File: config.mk
export PLATFORM = sky130hd
export DESIGN_NAME = alu8_core
export DESIGN_NICKNAME = d
export VERILOG_FILES = /design/src/rtl/alu8_pkg.sv /design/src/rtl/alu8_addsub.sv /design/src/rtl/alu8_bitwise.sv /design/src/rtl/alu8_shifter.sv /design/src/rtl/alu8_core.sv
export SDC_FILE = /design/constraint.sdc
export NUM_CORES = 1
export LEC_CHECK = 0
export ABC_AREA = 1
export ABC_CLOCK_PERIOD_IN_PS = 2100
export BUFFER_PORTS_ARGS = -buffer_cell sky130_fd_sc_hd__buf_2
export CAP_MARGIN = 20
export CORE_MARGIN = 2
export CORE_UTILIZATION = 55
export CTS_CLUSTER_SIZE = 28
export DETAILED_ROUTE_END_ITERATION = 16
export PLACE_DENSITY = 0.75
export RECOVER_POWER = 50
export SYNTH_ARGS = -nofsm -noshare
export SYNTH_HDL_FRONTEND = slang
export SYNTH_HIERARCHICAL = 1
export SYNTH_SLANG_ARGS = --single-unit
File: constraint.sdc
create_clock -name clk -period 2.1 [get_ports clk]
set_clock_uncertainty 0.2 [all_clocks]
set_input_delay 0.21 -clock clk [delete_from_list [all_inputs] [get_ports clk]]
set_output_delay 0.21 -clock clk [all_outputs]
set_load 0.1 [all_outputs]
File: src/rtl/alu8_pkg.sv
package alu8_pkg;

    typedef enum logic [3:0] {
        OP_ADD = 4'd0,
        OP_ADC = 4'd1,
        OP_SUB = 4'd2,
        OP_INC = 4'd3,
        OP_DEC = 4'd4,
        OP_AND = 4'd5,
        OP_OR  = 4'd6,
        OP_EOR = 4'd7,
        OP_COM = 4'd8,
        OP_LSL = 4'd9,
        OP_LSR = 4'd10,
        OP_ROL = 4'd11,
        OP_ROR = 4'd12
    } alu_op_e;

    // Bit order shared by flags and mask: {N,Z,C,V}
    typedef struct packed {
        logic n;
        logic z;
        logic c;
        logic v;
    } flag4_t;

    localparam flag4_t MASK_ALL  = '{n: 1'b1, z: 1'b1, c: 1'b1, v: 1'b1};
    localparam flag4_t MASK_NZV  = '{n: 1'b1, z: 1'b1, c: 1'b0, v: 1'b1};
    localparam flag4_t MASK_NONE = '{n: 1'b0, z: 1'b0, c: 1'b0, v: 1'b0};

endpackage

File: src/rtl/alu8_addsub.sv
module alu8_addsub
    import alu8_pkg::*;
#(
    parameter int WIDTH = 8
) (
    input  alu_op_e          op,
    input  logic [WIDTH-1:0] a,
    input  logic [WIDTH-1:0] b,
    input  logic             cin,
    output logic [WIDTH-1:0] res,
    output logic             cout,
    output logic             ovf
);
    localparam logic [WIDTH-1:0] MSB_ONLY = {1'b1, {(WIDTH-1){1'b0}}};
    localparam logic [WIDTH-1:0] MAX_POS  = ~MSB_ONLY;
    localparam logic [WIDTH-1:0] ONE      = {{(WIDTH-1){1'b0}}, 1'b1};

    logic [WIDTH:0] sum;

    always_comb begin
        unique case (op)
            OP_ADD:  sum = {1'b0, a} + {1'b0, b};
            OP_ADC:  sum = {1'b0, a} + {1'b0, b} + {{WIDTH{1'b0}}, cin};
            OP_SUB:  sum = {1'b0, a} - {1'b0, b};
            OP_INC:  sum = {1'b0, a} + {1'b0, ONE};
            OP_DEC:  sum = {1'b0, a} - {1'b0, ONE};
            default: sum = '0;
        endcase
        res  = sum[WIDTH-1:0];
        cout = sum[WIDTH];
        unique case (op)
            OP_ADD, OP_ADC: ovf = (a[WIDTH-1] == b[WIDTH-1]) && (res[WIDTH-1] != a[WIDTH-1]);
            OP_SUB:         ovf = (a[WIDTH-1] != b[WIDTH-1]) && (res[WIDTH-1] != a[WIDTH-1]);
            OP_INC:         ovf = (a == MAX_POS);
            OP_DEC:         ovf = (a == MSB_ONLY);
            default:        ovf = 1'b0;
        endcase
    end
endmodule

File: src/rtl/alu8_bitwise.sv
module alu8_bitwise
    import alu8_pkg::*;
#(
    parameter int WIDTH = 8
) (
    input  alu_op_e          op,
    input  logic [WIDTH-1:0] a,
    input  logic [WIDTH-1:0] b,
    output logic [WIDTH-1:0] res,
    output logic             cout
);
    always_comb begin
        cout = 1'b0;
        unique case (op)
            OP_AND:  res = a & b;
            OP_OR:   res = a | b;
            OP_EOR:  res = a ^ b;
            OP_COM: begin
                res  = ~a;
                cout = 1'b1;
            end
            default: res = '0;
        endcase
    end
endmodule

File: src/rtl/alu8_shifter.sv
module alu8_shifter
    import alu8_pkg::*;
#(
    parameter int WIDTH = 8
) (
    input  alu_op_e          op,
    input  logic [WIDTH-1:0] a,
    input  logic             cin,
    output logic [WIDTH-1:0] res,
    output logic             cout
);
    always_comb begin
        unique case (op)
            OP_LSL: begin
                res  = {a[WIDTH-2:0], 1'b0};
                cout = a[WIDTH-1];
            end
            OP_LSR: begin
                res  = {1'b0, a[WIDTH-1:1]};
                cout = a[0];
            end
            OP_ROL: begin
                res  = {a[WIDTH-2:0], cin};
                cout = a[WIDTH-1];
            end
            OP_ROR: begin
                res  = {cin, a[WIDTH-1:1]};
                cout = a[0];
            end
            default: begin
                res  = '0;
                cout = 1'b0;
            end
        endcase
    end
endmodule

File: src/rtl/alu8_core.sv
module alu8_core
    import alu8_pkg::*;
#(
    parameter int WIDTH = 8
) (
    input  logic             clk,
    input  logic             rst_n,
    input  logic [3:0]       op_i,
    input  logic [WIDTH-1:0] a_i,
    input  logic [WIDTH-1:0] b_i,
    input  logic             c_i,
    output logic [WIDTH-1:0] res_o,
    output logic [3:0]       flags_o,
    output logic [3:0]       fmask_o
);
    typedef struct packed {
        logic [WIDTH-1:0] res;
        flag4_t           flags;
        flag4_t           mask;
    } stage_t;

    alu_op_e          op;
    logic [WIDTH-1:0] as_res, bw_res, sh_res;
    logic             as_c, as_v, bw_c, sh_c;
    stage_t           stage_d, stage_q;

    assign op = alu_op_e'(op_i);

    alu8_addsub #(.WIDTH(WIDTH)) addsub_i (
        .op(op), .a(a_i), .b(b_i), .cin(c_i),
        .res(as_res), .cout(as_c), .ovf(as_v)
    );

    alu8_bitwise #(.WIDTH(WIDTH)) bitwise_i (
        .op(op), .a(a_i), .b(b_i),
        .res(bw_res), .cout(bw_c)
    );

    alu8_shifter #(.WIDTH(WIDTH)) shifter_i (
        .op(op), .a(a_i), .cin(c_i),
        .res(sh_res), .cout(sh_c)
    );

    always_comb begin
        flag4_t raw;
        stage_d = '0;
        raw     = '0;
        unique case (op_i)
            OP_ADD, OP_ADC, OP_SUB: begin
                stage_d.res  = as_res;
                raw.c        = as_c;
                raw.v        = as_v;
                stage_d.mask = MASK_ALL;
            end
            OP_INC, OP_DEC: begin
                stage_d.res  = as_res;
                raw.v        = as_v;
                stage_d.mask = MASK_NZV;
            end
            OP_AND, OP_OR, OP_EOR: begin
                stage_d.res  = bw_res;
                stage_d.mask = MASK_NZV;
            end
            OP_COM: begin
                stage_d.res  = bw_res;
                raw.c        = bw_c;
                stage_d.mask = MASK_ALL;
            end
            OP_LSL, OP_LSR, OP_ROL, OP_ROR: begin
                stage_d.res  = sh_res;
                raw.c        = sh_c;
                raw.v        = sh_res[WIDTH-1] ^ sh_c;
                stage_d.mask = MASK_ALL;
            end
            default: begin
                stage_d.res  = '0;
                stage_d.mask = MASK_NONE;
            end
        endcase
        raw.n         = stage_d.res[WIDTH-1];
        raw.z         = (stage_d.res == '0);
        stage_d.flags = raw & stage_d.mask;
    end

    always_ff @(posedge clk or negedge rst_n) begin
        if (!rst_n) begin
            stage_q <= '0;
        end else begin
            stage_q <= stage_d;
        end
    end

    assign res_o   = stage_q.res;
    assign flags_o = stage_q.flags;
    assign fmask_o = stage_q.mask;
endmodule

Yosys cells after proc, flatten, opt, wreduce, memory -nomap -nowiden

Index checks and enable logic that the tools add are counted.
W data, S select, Z words.

Output and inout port bits: 16
Flip-flop bits (word level): 16
Logic and storage cells: 59

Add/subtract/negate cells: 5
Reductions and logical operators: 13
Bitwise operators: 6
Multiplexer cells: 9
Equal/unequal tests: 17

Operators with widths:

| cell                  | number |
|---|---|
| $pmux W8 S4           | 2 |
| $pmux W9 S5           | 1 |
| $pmux W8 S3           | 1 |
| $eq A4 B4 Y1 const B  | 5 |
| $eq A4 B3 Y1 const B  | 4 |
| $reduce_or A5 Y1      | 2 |
| $add A8 B1 Y9 const B | 1 |
| $add A8 B8 Y9         | 1 |
| $add A9 B1 Y9         | 1 |
| $sub A8 B1 Y9 const B | 1 |
| $sub A8 B8 Y9         | 1 |
| $and A8 B8 Y8         | 1 |
| $eq A4 B2 Y1 const B  | 2 |
| $eq A8 B7 Y1 const B  | 1 |
| $eq A8 B8 Y1 const B  | 1 |
| $logic_not A8 Y1      | 1 |
| $not A8 Y8            | 1 |
| $or A8 B8 Y8          | 1 |
| $pmux W4 S2           | 1 |
| $reduce_or A4 Y1      | 2 |
| $reduce_or A8 Y1      | 1 |
| $xor A8 B8 Y8         | 1 |
| $reduce_or A2 Y1      | 3 |
| $and A4 B4 Y4         | 1 |
| 10 further kinds      | 13 |

Longest topological paths before layout

Gate-level depths: netlist of the first run.

Depth in word-level cells: 8
Mapped depth: 23
Mapped depth without buffers: 23

By module

The synthesis of the first run kept the hierarchy.

Modules (own cells, without submodules):

| module       | cells an instance | times used | area each (um^2) |
|---|---|---|---|
| alu8_addsub  | 229               | 1          | 1257.5 |
| alu8_core    | 87                | 1          | 728.2 |
| alu8_bitwise | 126               | 1          | 698.2 |
| alu8_shifter | 37                | 1          | 186.4 |

Worst setup path before layout of the first run

Ideal clock, no wire load.

Path type: input to register
Start point: input port op_i[3]
End point: register stage_q (netlist bit flags_o[2])
Buffers on the path: 0
Cell stages on the path: 23
Slack: -0.519 ns
Data arrival time: 2.348 ns
Path through: nor2_1 -> inv_1 -> nor2_2 -> inv_1 -> nor2_2 -> inv_1 -> a21oi_1 -> inv_1 -> ha_1 -> nand3b_1 -> nand2_1 -> nand4_1 -> nand2_1 -> nand2_1 -> nand3_1 -> nand2_1 -> inv_1 -> nand2_2 -> nand2_1 -> nand3_2 -> nor2_1 -> nand2_1 -> nor2_1

RTL lines:

| element              | line            | text |
|---|---|---|
| from (decl)          | alu8_core.sv:8  | `input logic [3:0] op_i,` |
| to (signal assigned) | alu8_core.sv:89 | `stage_q <= stage_d;` |
| to (decl)            | alu8_core.sv:25 | `stage_t stage_d, stage_q;` |

==> flow_metrics.tcl, run 1 <==
set metrics [dict create \
    totalWireLength_microns 9363 \
    p_leak_nw 2.290 \
    use_met2_pct 59.12 \
    dp_hpwl_microns 7236 \
    dieArea_sq_um 5813 \
    hold_path_depth 3 \
    synth_top_area_share_pct 16.61 \
    syn_inst 479 \
    antenna_found_initial 0 \
    grt_pass1_vias 3524 \
    synth.mux.area_fraction_pct 0 \
    maxCapViolations 0 \
    via_per_inst 5.349 \
    drc 0 \
    yosys_warnings 6 \
    port_buffers 38 \
    synth_area_leaders "nand2_1 (17%), ha_1 (15%), nand3_1 (14%)" \
    root_buffer "clkbuf_8" \
    area.growth.synth_to_final_pct 43.42 \
    worst-endpoint-arrival_ps 2470 \
    slew_violations 0 \
    hold_class "in -> reg" \
    grt_pass1_wl_microns 15690 \
    finalHoldViolations 0 \
    dieHeight_microns 76.24 \
    io-pin-count 39 \
    fill_cells 383 \
    cts_max_level 1 \
    ir_worst_vdd_uv 356.0 \
    critical_path_class "in -> reg" \
    syn_area_sq_um 2870 \
    synth_top_family_by_area "simple AND/OR/NAND/NOR gates" \
    clockBufferDepth 2 \
    slew_headroom_pct 36.31 \
    yosysUniqueCellTypes 35 \
    fin_hold_ws_ps 215.2 \
    worstHoldEndpoint "fmask_o[3]" \
    initial_core_util_pct 56.56 \
    synth_edf_count 0 \
    first_pass_iters 5 \
    yosysMostFrequentCell "nand2_1" \
    violations "setup timing" \
    fin_ws_ps -414.3 \
    synth_fp_nets 538 \
    postPlaceCellArea_sq_um 3704 \
    path_clk_slew_ps 50 \
    min_period_ps 2514 \
    grt_util_met1_pct 36.38 \
    fin_crit_sh_pct 119.7 \
    cts_sinks 14 \
    grt_overflow 0 \
    num_antenna_cells 0 \
    seq_area_frac_synth_pct 12.21 \
    cts_buffers 3 \
    crit_required_ps 2060 \
    gp_congestion 0.9664 \
    synth_xor_area_share_pct 0.9154 \
    avgRoutedWirePerCell_microns 13.91 \
    yosys.area_share.adder_pct 16.22 \
    drive_above_1_share_pct 37.98 \
    core_sq_um 5075 \
    max_freq_ghz 0.3977 \
    rows 26 \
    grt_max_degree 25 \
    worstMarginPinSlew_ps 955.3 \
    yosysTopAreaCell "nand2_1" \
    final_core_util_pct 81.11 \
    cp_max_fo 4 \
    status "finished with violations" \
    rsz0062_at_grt "yes" \
    num_vias 3600 \
    synthSimpleGateAreaFrac_pct 47.99 \
    netlist_top_cells_count "nand2_1 (127), inv_1 (84), nand3_1 (80)" \
    synth-compound-area-share_pct 8.936 \
    final_area_sq_um 4116 \
    groute.layer.met3.usage_pct 4.621 \
    worstSetupStartpointType "primary input" \
    ys.flop_type "dfrtp_1" \
    powerDensity_nw_per_um2 397.6 \
    grt_busiest_layer "met2" \
    setup_viol 11 \
    yosys_register_bits 14 \
    nNetsFinal 664 \
    async_reset_ff_share_pct 100.0 \
    drtIter0Drc 305 \
    synth.avg_cell_area_sq_um 5.992 \
    grt_use_total_pct 32.55 \
    die_x_microns 76.24 \
    worst_setup_path_end_kind "register" \
    min_from "op_i[3]" \
    detail-route-antenna-nets 0 \
    cts_tree "done" \
    p_total_mw 1.637 \
]
==> worst max-delay path: stages <==
cell and delay, ps:
buf_8 100, nor2_4 90, inv_2 60, nor2_4 100, inv_2 50, nor2_4 140, inv_2 70, a21oi_4 140
buf_4 140, fa_2 190, inv_2 40, nand3_1 70, nand2_2 80, buf_6 130, nand2_2 50, o311ai_2 110
nor3_1 220, a21oi_1 80, o21ai_1 150, nand2_1 100, o221ai_2 150
==> through the flow <==
step / TNS (ps) / std cells / setup WS (ps)
after global routing: -4243 / 673 / -584.5
after detailed placement: -6106 / 655 / -725.6
after CTS: -1835 / 669 / -311.2
after global placement: -5597 / 655 / -674.0
final: -2926 / 673 / -414.3
after floorplan: -1601 / 479 / -335.2
==> repair_timing <==
item                                    4_1_cts  5_1_grt
pin swaps                                    34       16
endpoints found under the setup margin       10       11
resized for setup                            53       16
hold buffers                                  1        0
hold endpoints to repair                     14        0
buffers inserted                             10        4
==> placed cells by master, fill, tap and decap left out, types with 2 or more instances in the layout <==
| cell type | n |
|---|---|
| a21oi_1 | 9 |
| a21oi_2 | 5 |
| buf_2 | 33 |
| buf_4 | 78 |
| buf_6 | 9 |
| clkbuf_1 | 2 |
| clkbuf_8 | 3 |
| dfrtp_1 | 14 |
| ha_1 | 28 |
| ha_4 | 5 |
| inv_1 | 75 |
| inv_2 | 19 |
| nand2_1 | 119 |
| nand2_2 | 22 |
| nand2_4 | 3 |
| nand3_1 | 76 |
| nand3_2 | 10 |
| nand4_1 | 6 |
| nor2_1 | 18 |
| nor2_2 | 8 |
| nor2_4 | 13 |
| nor3_1 | 2 |
| nor4_1 | 3 |
| o21ai_0 | 8 |
| o21ai_1 | 6 |
| o21ai_2 | 5 |
| o221ai_2 | 3 |
==> per-layer routing <==
layer / up-vias / wire length [microns]
met3: 48 / 490
li1: 1790 / -
met4: 0 / 551
met2: 133 / 4707
met1: 1629 / 3614
met5: - / 0
==> area by class of cell <==
| class | count | area, sq um | share of cell area, % |
|---|---|---|---|
| Multi-Input combinational cell | 366 | 2374 | 57.66 |
| Timing Repair Buffer | 125 | 904.6 | 21.98 |
| Inverter | 95 | 359.1 | 8.723 |
| Sequential cell | 14 | 350.3 | 8.511 |
| Tap cell | 70 | 87.58 | 2.128 |
| Clock buffer | 3 | 41.29 | 1.003 |
==> worst max path at each step <==
stage                  from  slack (ps)    endpoint  cells after the start
floorplan           op_i[3]        -340  flags_o[2]                     23
global placement    op_i[3]        -670  flags_o[2]                     20
detailed placement  op_i[3]        -730  flags_o[0]                     22
CTS                 op_i[2]        -310  flags_o[2]                     24
global route        op_i[2]        -580  flags_o[2]                     23
finish              op_i[2]        -410  flags_o[1]                     21
==> state kept, by name (all words and copies together) (netlist names) <==
name and count:
res_o 8, fmask_o 2, flags_o 4
==> cells by family (layout without fill, tap and decap cells) <==
group / count (synthesis) / count (layout)
flops: 14 / 14
xor+xnor: 3 / 3
fa+ha+maj: 36 / 36
buf+inv: 99 / 223
simple gates: 283 / 283
compound gates: 44 / 44
==> power by group <==
group / internal [mW] / switching (mW)
logic: 0.415 / 0.716
clock network: 0.126 / 0.0794
registers: 0.294 / 0.00547
total: 0.835 / 0.801
(Power assumes the default switching activity.)
==> inputs of run 2 (changes only) <==
- CORE_UTILIZATION: 55 -> 50
- PLACE_DENSITY: 0.75 -> 0.69
==> run 2 against run 1 <==
Compared with the run above: the run still ends with setup timing left; non-clock buffer count increased by 4; first-iteration DRC count decreased by 25%; final area up 2.3%; global-route usage decreased by 1.3 points; sequential share of layout area fell by 0.19 points; hold slack better by 86 ps; flip-flop and latch count did not move; clock power grew 2%.
==> flow_metrics.tcl, run 2 (synthesis gave the netlist of run 1 again) <==
set metrics [dict create \
    status "finished with violations" \
    violations "setup timing" \
    fin_hold_ws_ps 300.7 \
    final_common_cell "nand2_1" \
    seq_area_sq_um 350.3 \
    fin_ws_ps -433.8 \
    grt_pass1_vias 3580 \
    powerDensity_nw_per_um2 394.9 \
    cts_max_level 1 \
    clockBufferDepth 2 \
    worst-endpoint-arrival_ps 2500 \
    fin_crit_sh_pct 120.7 \
    multi_input_area_sq_um 2416 \
    root_buffer "clkbuf_8" \
    final_cell_mix "nand2_1 (117), buf_4 (77), nand3_1 (73)" \
    totalWireLength_microns 9851 \
    initial_core_util_pct 51.81 \
    setup_viol 11 \
    hold_class "in -> reg" \
    rows 27 \
    cts_buffers 3 \
    cp_max_fo 4 \
    die_x_microns 79.77 \
    largest_reg_flops 8 \
    gp_congestion 1.044 \
    io-pin-count 39 \
    num_antenna_cells 0 \
    core_sq_um 5540 \
    antenna_found_initial 0 \
    worst_setup_path_end_kind "register" \
    dieArea_sq_um 6362 \
    rsz0062_at_grt "yes" \
    nNetsFinal 668 \
    grt_pass1_wl_microns 15880 \
    max_freq_ghz 0.3947 \
    fill_cells 483 \
    ir_worst_vdd_uv 461.7 \
    port_buffers 38 \
    final_core_util_pct 76.02 \
    slew_headroom_pct 35.79 \
    cts_tree "done" \
    finalHoldViolations 0 \
    grt_use_total_pct 31.26 \
    first_pass_iters 6 \
    p_total_mw 1.663 \
    dp_hpwl_microns 7864 \
    num_vias 3621 \
    area.growth.synth_to_final_pct 46.73 \
    grt_overflow 0 \
    path_clk_slew_ps 50 \
    worstSetupStartpointType "primary input" \
    detail-route-antenna-nets 0 \
    cts_sinks 14 \
    drtIter0Drc 228 \
    slew_violations 0 \
    crit_required_ps 2060 \
    final_area_sq_um 4212 \
    maxCapViolations 0 \
    avgRoutedWirePerCell_microns 14.51 \
    drc 0 \
    postPlaceCellArea_sq_um 3721 \
    min_period_ps 2534 \
    via_per_inst 5.333 \
    worstMarginPinSlew_ps 963.2 \
    p_leak_nw 2.345 \
    drive_above_1_share_pct 40.53 \
    critical_path_class "in -> reg" \
    grt_max_degree 25 \
    dieHeight_microns 79.77 \
]
run 2: cell count changes in the layout (fill, tap and decap cells not counted), sizes merged:
cell | previous run | this run
buf | 122 | 126
run 2: layout make-up:
class / instances / area share, %
inverters: 95 / 8.467
well taps: 72 / 2.139
multi-input cells: 366 / 57.37
flip-flops and latches: 14 / 8.318
repair buffers: 129 / 22.73
clock buffers: 3 / 0.9804
run 2: metrics by stage:
step	setup TNS, ps	instances	setup slack (ps)
final	-2822	679	-433.8
after global routing	-4071	679	-556.4
after CTS	-2011	671	-331.3
after detailed placement	-6208	659	-728.9
after global placement	-5874	659	-701.5
after floorplan	-1601	479	-335.2
run 2: path summary, 6_finish.rpt:
| path | cells past startpoint | slack (ps) | to | start |
|---|---|---|---|---|
| max | 19 | -430 | flags_o[2] | op_i[3] |
| min | 4 | 300 | fmask_o[3] | op_i[3] |
| max in group asynchronous | 2 | 910 | fmask_o[1] | rst_n |
| min in group asynchronous | 2 | 350 | res_o[2] | rst_n |
run 2: report_power, final:
part           switching (mW)  internal [mW]
registers             0.00590          0.294
logic                   0.732          0.422
clock network          0.0825          0.126
total                   0.821          0.842
run 2: worst max-delay path, cell delays in order:
cell      delay (ps)
buf_8            100
nor2_4            90
inv_2             50
nor2_4            90
inv_2             50
nor2_4           150
o21ai_1           80
ha_1             340
buf_4            160
nand3b_1         100
nand2_2          100
a31oi_1          170
xor2_1           190
o221ai_2         150
nand2_1          110
nand3_2           80
nor2_1            90
nand2_1           80
nor2_2           110
run 2: what timing repair did:
| action | CTS | global route |
|---|---|---|
| setup buffers | 9 | 8 |
| setup endpoints to repair | 11 | 11 |
| endpoints found under the hold margin | 14 | 0 |
| resized for setup | 63 | 30 |
| hold buffers | 1 | 0 |
| pin swaps | 25 | 27 |
run 2: per-layer routing:
metal | global-route usage [%] | up-vias | share of wire [%]
li1 | - | 1802 | -
met1 | 34.02 | 1665 | 38
met2 | 60.76 | 126 | 53
met3 | 2.376 | 28 | 5.2
met4 | 14.07 | 0 | 4.0
met5 | 0 | - | 0
